==> config.mk <==
export PLATFORM = sky130hd
export DESIGN_NAME = cmd_mailbox
export DESIGN_NICKNAME = d
export VERILOG_FILES = /design/src/rtl/cmd_mailbox_pkg.sv /design/src/rtl/cm_ready_timer.sv /design/src/rtl/cm_payload_ram.sv /design/src/rtl/cm_seq.sv /design/src/rtl/cmd_mailbox.sv
export SDC_FILE = /design/constraint.sdc
export NUM_CORES = 2
export LEC_CHECK = 0
export BUFFER_PORTS_ARGS = -buffer_cell sky130_fd_sc_hd__clkbuf_2
export CAP_MARGIN = 10
export CORE_ASPECT_RATIO = 1.1
export CORE_MARGIN = 2
export CORE_UTILIZATION = 45
export CTS_CLUSTER_SIZE = 10
export DETAILED_ROUTE_END_ITERATION = 6
export PLACE_DENSITY = 0.61
export SYNTH_ARGS = -nofsm -noshare
export SYNTH_HDL_FRONTEND = slang
export SYNTH_SLANG_ARGS = --single-unit
export TNS_END_PERCENT = 20
==> constraint.sdc <==
create_clock -name clk -period 5 [get_ports clk]
set_input_delay 0.25 -clock clk [delete_from_list [all_inputs] [get_ports clk]]
set_output_delay 0.25 -clock clk [all_outputs]
set_load 0.005 [all_outputs]
==> src/rtl/cmd_mailbox_pkg.sv <==
package cmd_mailbox_pkg;
    localparam int DATA_W = 64;
    localparam int OPC_W  = 16;
    localparam int LEN_W  = 21;
    localparam int RC_W   = 16;
    localparam int EXP_W  = 5;

    localparam logic [RC_W-1:0] RC_OK = '0;

    typedef enum logic [2:0] {
        RG_CAPS  = 3'd0,
        RG_CTRL  = 3'd1,
        RG_CMD   = 3'd2,
        RG_STAT  = 3'd3,
        RG_DEVST = 3'd4
    } reg_sel_e;

    localparam int DS_FATAL = 0;
    localparam int DS_HALT  = 1;
    localparam int DS_READY = 4;

    // command word: opcode [15:0], length [36:16]
    typedef struct packed {
        logic [LEN_W-1:0] len;
        logic [OPC_W-1:0] opc;
    } cmd_t;

    localparam int CMD_W = LEN_W + OPC_W;

    function automatic logic [DATA_W-1:0] cmd_to_word(cmd_t c);
        return {{(DATA_W-CMD_W){1'b0}}, c};
    endfunction

    function automatic cmd_t word_to_cmd(logic [DATA_W-1:0] w);
        return cmd_t'(w[CMD_W-1:0]);
    endfunction

    function automatic logic [LEN_W-1:0] limit_len(logic [LEN_W-1:0] v,
                                                   logic [LEN_W-1:0] lim);
        return (v > lim) ? lim : v;
    endfunction
endpackage

==> src/rtl/cm_ready_timer.sv <==
module cm_ready_timer #(
    parameter int DELAY = 16,
    localparam int CW = $clog2(DELAY + 2)
) (
    input  logic clk,
    input  logic rst,
    output logic ready
);
    logic [CW-1:0] cnt;

    always_ff @(posedge clk) begin
        if (rst)
            cnt <= '0;
        else if (cnt != CW'(DELAY))
            cnt <= cnt + 1'b1;
    end

    assign ready = (cnt == CW'(DELAY));
endmodule

==> src/rtl/cm_payload_ram.sv <==
module cm_payload_ram #(
    parameter int WORDS = 32,
    parameter int DW    = 64,
    localparam int IW = $clog2(WORDS)
) (
    input  logic          clk,
    input  logic          rst,
    input  logic          we,
    input  logic [IW-1:0] widx,
    input  logic [DW-1:0] wdata,
    input  logic [IW-1:0] ridx_a,
    output logic [DW-1:0] rdata_a,
    input  logic [IW-1:0] ridx_b,
    output logic [DW-1:0] rdata_b
);
    logic [DW-1:0] mem [WORDS];

    always_ff @(posedge clk) begin
        if (rst) begin
            for (int i = 0; i < WORDS; i++) mem[i] <= '0;
        end else if (we) begin
            mem[widx] <= wdata;
        end
    end

    assign rdata_a = mem[ridx_a];
    assign rdata_b = mem[ridx_b];
endmodule

==> src/rtl/cm_seq.sv <==
module cm_seq
    import cmd_mailbox_pkg::*;
#(
    parameter int PAY_BYTES = 256
) (
    input  logic             clk,
    input  logic             rst,
    input  logic             ready,
    input  logic             ring_req,
    input  logic             cmd_we,
    input  cmd_t             cmd_wval,
    input  logic             done,
    input  logic [RC_W-1:0]  done_rc,
    input  logic [LEN_W-1:0] done_len,
    output logic             doorbell,
    output logic             issue,
    output cmd_t             cmd_q,
    output logic [RC_W-1:0]  rc_q
);
    localparam logic [LEN_W-1:0] LEN_LIM = LEN_W'(PAY_BYTES);

    always_ff @(posedge clk) begin
        if (rst) begin
            doorbell <= 1'b0;
            issue    <= 1'b0;
            cmd_q    <= '0;
            rc_q     <= RC_OK;
        end else begin
            issue <= 1'b0;
            if (!doorbell) begin
                if (cmd_we)
                    cmd_q <= cmd_wval;
                if (ring_req && ready) begin
                    doorbell <= 1'b1;
                    issue    <= 1'b1;
                end
            end else if (!issue && done) begin
                rc_q      <= done_rc;
                cmd_q.len <= (done_rc == RC_OK) ? limit_len(done_len, LEN_LIM) : '0;
                doorbell  <= 1'b0;
            end
        end
    end
endmodule

==> src/rtl/cmd_mailbox.sv <==
module cmd_mailbox
    import cmd_mailbox_pkg::*;
#(
    parameter int PAY_EXP     = 8,
    parameter int READY_DELAY = 16,
    localparam int AW  = PAY_EXP - 1,
    localparam int PWA = PAY_EXP - 3
) (
    input  logic              clk,
    input  logic              rst,
    input  logic              bus_we,
    input  logic [AW-1:0]     bus_addr,
    input  logic [DATA_W-1:0] bus_wdata,
    output logic [DATA_W-1:0] bus_rdata,
    input  logic              dev_fatal,
    input  logic              dev_fw_halt,
    output logic              exe_start,
    output logic [OPC_W-1:0]  exe_opcode,
    output logic [LEN_W-1:0]  exe_in_len,
    input  logic              exe_done,
    input  logic [RC_W-1:0]   exe_rc,
    input  logic [LEN_W-1:0]  exe_out_len,
    input  logic              exe_pl_we,
    input  logic [PWA-1:0]    exe_pl_idx,
    input  logic [DATA_W-1:0] exe_pl_wdata,
    output logic [DATA_W-1:0] exe_pl_rdata
);
    localparam int PAY_BYTES = 1 << PAY_EXP;
    localparam int PAY_WORDS = PAY_BYTES / 8;

    logic            mbx_ready;
    logic            doorbell;
    logic            issue;
    cmd_t            cmd_q;
    logic [RC_W-1:0] rc_q;

    logic            in_window;
    logic [AW-2:0]   low_idx;
    logic            win_hit;
    logic            host_cmd_we;
    logic            host_ring;
    logic            ram_we;
    logic [PWA-1:0]  ram_widx;
    logic [DATA_W-1:0] ram_wdata;
    logic [DATA_W-1:0] host_pl_rd;

    assign in_window   = bus_addr[AW-1];
    assign low_idx     = bus_addr[AW-2:0];
    assign win_hit     = in_window && (low_idx < (AW-1)'(PAY_WORDS));
    assign host_cmd_we = bus_we && !in_window && (low_idx == (AW-1)'(RG_CMD));
    assign host_ring   = bus_we && !in_window && (low_idx == (AW-1)'(RG_CTRL)) && bus_wdata[0];

    cm_ready_timer #(.DELAY(READY_DELAY)) u_rdy (
        .clk   (clk),
        .rst   (rst),
        .ready (mbx_ready)
    );

    cm_seq #(.PAY_BYTES(PAY_BYTES)) u_seq (
        .clk      (clk),
        .rst      (rst),
        .ready    (mbx_ready),
        .ring_req (host_ring),
        .cmd_we   (host_cmd_we),
        .cmd_wval (word_to_cmd(bus_wdata)),
        .done     (exe_done),
        .done_rc  (exe_rc),
        .done_len (exe_out_len),
        .doorbell (doorbell),
        .issue    (issue),
        .cmd_q    (cmd_q),
        .rc_q     (rc_q)
    );

    // ownership: host writes while idle, engine writes while doorbell set
    always_comb begin
        if (doorbell) begin
            ram_we    = exe_pl_we;
            ram_widx  = exe_pl_idx;
            ram_wdata = exe_pl_wdata;
        end else begin
            ram_we    = bus_we && win_hit;
            ram_widx  = low_idx[PWA-1:0];
            ram_wdata = bus_wdata;
        end
    end

    cm_payload_ram #(.WORDS(PAY_WORDS), .DW(DATA_W)) u_ram (
        .clk     (clk),
        .rst     (rst),
        .we      (ram_we),
        .widx    (ram_widx),
        .wdata   (ram_wdata),
        .ridx_a  (low_idx[PWA-1:0]),
        .rdata_a (host_pl_rd),
        .ridx_b  (exe_pl_idx),
        .rdata_b (exe_pl_rdata)
    );

    assign exe_start  = issue;
    assign exe_opcode = cmd_q.opc;
    assign exe_in_len = cmd_q.len;

    always_comb begin
        bus_rdata = '0;
        if (in_window) begin
            if (win_hit) bus_rdata = host_pl_rd;
        end else begin
            case (low_idx)
                (AW-1)'(RG_CAPS):  bus_rdata[EXP_W-1:0] = EXP_W'(PAY_EXP);
                (AW-1)'(RG_CTRL):  bus_rdata[0] = doorbell;
                (AW-1)'(RG_CMD):   bus_rdata = cmd_to_word(cmd_q);
                (AW-1)'(RG_STAT):  bus_rdata[RC_W-1:0] = rc_q;
                (AW-1)'(RG_DEVST): begin
                    bus_rdata[DS_FATAL] = dev_fatal;
                    bus_rdata[DS_HALT]  = dev_fw_halt;
                    bus_rdata[DS_READY] = mbx_ready;
                end
                default: bus_rdata = '0;
            endcase
        end
    end
endmodule

Yosys cells after proc, flatten, opt, wreduce, memory -nomap -nowiden --
Memory sizes are Yosys's and may differ from the RTL's. Cells that the tools add are included.
Storage, ports and cells: bits in registers 60, memory bits (writable) 2048, input port bits 184, output and inout port bits 166, word-level logic and storage cells 63, memories 1
Memory list:
- u_ram.mem | depth 32, width 64, read ports 2, clocked after memory_dff 0, wr ports 32, line cm_payload_ram.sv:16 | logic [DW-1:0] mem [WORDS];
Operators by class: add/subtract/negate cells 1, magnitude comparators 2, equal/unequal tests 7, multiplexer cells 27, bitwise gates (word level) 1, reduce and logical (&&, ||, !) cells 18
Operator list (count):
- two-way mux 64 bit | 4
- two-way mux 21 bit | 5
- OR reduction 64 bit | 1
- two-way mux 37 bit | 1
- one-hot mux 11 bit (2 select lines) | 1
- > comparator 21 x 9 -> 1 bit (second input constant) | 1
- logical NOT 16 bit | 1
- equality test 6 x 2 -> 1 bit (second input constant) | 2
- two-way mux 1 bit | 10
- two-way mux 5 bit | 2
- logical AND 1 bit | 8
- equality test 6 x 1 -> 1 bit (second input constant) | 1
- equality test 6 x 3 -> 1 bit (second input constant) | 1
- logical NOT 6 bit | 1
- less-than comparator 6 bit (second input constant) | 1
- one-hot mux 1 bit (3 select lines) | 2
- one-hot mux 2 bit (3 select lines) | 1
- AND reduction 2 bit | 3
- adder 5 x 1 -> 5 bit (second input constant) | 1
- equality test 5 bit (second input constant) | 1
- != test 5 bit (second input constant) | 1
- one-hot mux 1 bit (4 select lines) | 1
- logical NOT 1 bit | 2
- != test 2 bit (second input constant) | 1
- other kinds (3) | 3

Depth between registers and ports, before layout --
depth after elaboration 9, mapped depth 11, gate-level depth less buffers 5

Modules after synthesis --
Synthesis repeated with hierarchy kept, for this count alone.
Unflattened totals: cells, all modules 7554, area total of the unflattened synthesis 111268.0 um^2
Modules (own cells, without submodules):
- cm_payload_ram | instances 1, cells an instance 7072, area an instance 107220.3 um^2
- cm_seq | instances 1, cells an instance 253, area an instance 2110.8 um^2
- cmd_mailbox | instances 1, cells an instance 202, area an instance 1671.6 um^2
- cm_ready_timer | instances 1, cells an instance 27, area an instance 265.3 um^2

Least setup slack after synthesis --
No wires, ideal clock.
path kind input -> register, start input port bus_addr[1], end memory u_ram.mem[11][0] (enable), library setup time 0.433 ns, arrival time 3.141 ns, path slack 1.427 ns, stages on the path 8, buffers on the path 4, cell sequence buf_2 > buf_2 > buf_1 > nand3_1 > a21oi_1 > nand2_1 > buf_2 > nand2b_1
RTL lines:
- start: declaration | line cmd_mailbox.sv:12 | input logic [AW-1:0] bus_addr,
- end: declaration | line cm_payload_ram.sv:16

Final worst setup path --
start register u_seq.doorbell, end output port bus_rdata[0]
On the way: cells in the longest elaborated chain, start to end 2
Ends and longest elaborated chain:
- start: declaration | line cm_seq.sv:15 | output logic doorbell,
- start signal: assignment | line cm_seq.sv:24 | doorbell <= 1'b0;
- start signal: assignment | line cm_seq.sv:34 | doorbell <= 1'b1;
- start signal: assignment | line cm_seq.sv:40 | doorbell <= 1'b0;
- one-hot mux 1 bit (4 select lines) | line cmd_mailbox.sv:109 | case (low_idx)
- two-way mux 64 bit | line cmd_mailbox.sv:106 | if (in_window) begin
- end: declaration | line cmd_mailbox.sv:14 | output logic [DATA_W-1:0] bus_rdata,
No other way between the ends.

==> flow_summary_export.csv <==
group,metric,value,unit
grt,grt_pass1_wl,563000,um
setup_path,cp.arrival,3.89,ns
drt,routed_via_density,6.870,
min_path,holdCritStartpoint,"exe_pl_wdata[33]",
drt,drc,1,
synth,yosysSeqAreaShare,58.70,%
die,die-height,515.0,um
sta,timing.final.crit_share,82.86,%
synth,synth.ff_latch_count,2108,
setup_path,setup_crit_end_kind,"output pin",
clocking,post_cts_clock_slew_at_the_launch_and_capture_registers_of_the_worst_setup_and_hold_paths,0.06,ns
drt,detailedRoute.firstPassIterationCount,7,
drt,wire_per_inst,38.26,um
setup_path,setup.worst_path.class,"reg -> out",
synth,avgSynthCellArea,14.86,sq um
placed_design,gp_routability_congestion,0.8819,
sta,setup_viol,0,
synth,asyncSetResetFlopFracSynth,0,%
sta,maxSlewHeadroom,13.77,%
clocking,cts-root-buf,"clkbuf_16",
placed_design,numPlacedInstances,10140,
synth,synth_enable_flop_cells,2048,
die,core-area,236100,sq um
setup_path,worstPathRequired,4.75,ns
setup_path,timing.critical_path.from_type,"flop",
status,status,"complete, but fails checks",
layout,nFillCells,19510,
placed_design,io_buffer_count,349,
layout,layoutNonFillerInstCount,10650,
clocking,holdBufCountCts,165,
synth,syn_area,106800,sq um
grt,grt_antenna_before_repair,23,
placed_design,dp_hpwl,232300,um
drt,totalWireLength,407600,um
clocking,htreeDepth,4,
synth,ys_types,51,
power,final_total_pwr,40.19,mW
grt,grt_usage,33.56,%
layout,finalNetCount,7612,
layout,final_util,51.41,%
layout,register_area,62700,sq um
setup_path,maximum_fanout_count_along_the_critical_path,26,
die,placement_rows,187,
die,ioPinCount,350,
min_path,worst_hold_path_type,"in -> reg",
die,die_width,468.5,um
power,power_density,331.1,nW/um^2
clocking,tritoncts_clock_tree,"done",
layout,multi_input_comb_area,41730,sq um
synth,syn_nets,7376,
power,irDropWorstVdd,0.4195,mV
layout,synthToLayoutAreaGrowth,13.64,%
power,p_leak,43.42,nW
clocking,clock-sinks,2108,
sta,fmax,0.2414,GHz
setup_path,timing.critical_path.from,"u_seq.doorbell",
clocking,worstSkewPairLatency,0.90,ns
sta,hold_viol,0,
sta,setup_tns,0,ns
clocking,clock_path_buffers,3,
setup_path,worst_flop_to_flop_path_startpoint,"u_seq.doorbell",
grt,grt_pass1_vias,72990,
sta,timing_max_transition_violations_final,0,
layout,drive_gt1_share,30.53,%
sta,finalClockSkew,0.05311,ns
drt,ant_nets,0,
grt,globalRouteOverflowTotal,0,
die,starting_density,45.24,%
drt,drtIter0Drc,11490,
synth,mapped_cells,7190,
synth,synth_top_flop_cell,"edfxtp_1",
synth,synth.yosys.warnings,0,
status,violations,"design-rule violations",
run,maxCapViolations,0,
sta,rsz_0062_raised_after_global_routing,"no",
clocking,cts_buffers,235,
drt,num_vias,73200,
grt,maximum_number_of_pins_on_one_net_before_global_route_repair,132,
sta,min_period,4.143,ns
clocking,cts_resized,0,
die,fp.dieArea,241300,sq um
sta,tightestPinTransition,1.293,ns
clocking,post-cts-setup-buffer-count,0,
==> sequential cells by signal (all words and copies together) (netlist names) <==
signal,flops
u_seq.doorbell,1
u_seq.issue,1
u_seq.rc_q,16
u_ram.mem,2048
u_rdy.cnt,5
u_seq.cmd_q,37
==> per-layer routing <==
metal | wire, um | part of all wire [%] | vias up | track usage [%]
met5 | 123 | 0.030 | - | 0
met4 | 26250 | 6.4 | 18 | 18.58
met3 | 52920 | 13 | 1311 | 9.394
met2 | 189800 | 47 | 5840 | 52.27
met1 | 138400 | 34 | 37950 | 42.48
li1 | - | - | 28080 | -
==> placed cells by master (no fill, tap or decap), drive strengths merged, types with 27 or more instances in the layout <==
cell         synthesis  layout
dfxtp               60      60
nor4                27      27
clkbuf             546     650
mux2               156     156
mux4              1102    1102
nor2b               54      54
a21o                28      28
nand2b              40      40
edfxtp            2048    2048
a22oi               58      58
dlygate4sd3          0     167
nor2              2095    2095
a21oi               62      62
a2111oi             28      28
mux2i              186     186
nand3               35      35
o22ai               76      76
nand2              138     138
a211oi              51      51
a31oi               36      36
buf                255     294
==> worst paths after layout <==
kind / endpoint / slack, ns / cells after the start
worst max-delay path: bus_rdata[0] / 0.86 / 7
worst max register to register: u_ram.mem[5][6] / 0.86 / 8
worst min-delay path: u_ram.mem[2][33] / 0.06 / 3
worst min register to register: u_seq.rc_q[3] / 0.46 / 2
==> report_power, final <==
group	internal (mW)	switching (mW)	leakage, nW
clock network	8.58	7.13	3.16
registers	19.8	0.250	22.2
logic	1.78	2.63	18.0
==> logic make-up after synthesis <==
group	share of synthesized area, %
DFF	58.70
muxes	26.62
and+or+nand+nor	9.010
xor gates and xnor gates	0.03281
adders and majority gates	0.02343
buffers and inverters	3.122
AOI/OAI and AO/OA	2.485
==> critical path, stage by stage (launching register included) <==
cell and delay, ns:
dfxtp_4 0.71, buf_4 0.67, mux2_2 0.30, nand2_1 0.06
o21ai_0 0.11, a22oi_1 0.10, o211ai_1 0.75, clkbuf_2 0.25
==> synthesized netlist by cell type (7+ instances only) <==
| library cell | instances | share of area [%] |
|---|---|---|
| a21oi_1 | 62 | 0.29 |
| clkbuf_1 | 546 | 1.9 |
| a22o_1 | 13 | 0.11 |
| nor2_1 | 2095 | 7.4 |
| dfxtp_1 | 60 | 1.1 |
| a22oi_1 | 58 | 0.41 |
| a31oi_1 | 36 | 0.21 |
| buf_2 | 166 | 0.78 |
| nand2_1 | 138 | 0.48 |
| mux4_2 | 1102 | 23 |
| mux2_2 | 156 | 1.6 |
| nand3_1 | 35 | 0.16 |
| nor4_1 | 27 | 0.16 |
| a2111oi_0 | 28 | 0.23 |
| nand2b_1 | 40 | 0.23 |
| a21o_1 | 28 | 0.20 |
| o21ai_0 | 13 | 0.061 |
| nor2b_1 | 54 | 0.32 |
| o22ai_1 | 76 | 0.45 |
| buf_4 | 17 | 0.12 |
| edfxtp_1 | 2048 | 58 |
| o32ai_1 | 7 | 0.057 |
| buf_1 | 67 | 0.24 |
| mux2i_1 | 186 | 1.7 |
| nor3_1 | 23 | 0.11 |
| a211oi_1 | 50 | 0.35 |
==> metrics by stage <==
stage                     hold WS (ns)  setup slack, ns  cell area [sq um]
after floorplan                 0.3860            1.427             106800
after global placement          0.4445           0.9534             113000
after detailed placement        0.4489           0.9415             113000
after CTS                     0.005027           0.9121             121300
after global routing           0.05255           0.8453             121400
final                          0.05695           0.8572             121400
==> final cells by class <==
cell class                 count  share of cell area, %
sequential                  2108                  51.66
multi-input combinational   4276                  34.38
timing repair buffer         800                  5.310
clock buffer                 311                  5.132
tap                         3118                  3.214
clock inverter                27                 0.2680
antenna                        9                0.01856
inverter                       5                0.01546
No activity file was read; power rests on OpenSTA's default activity.
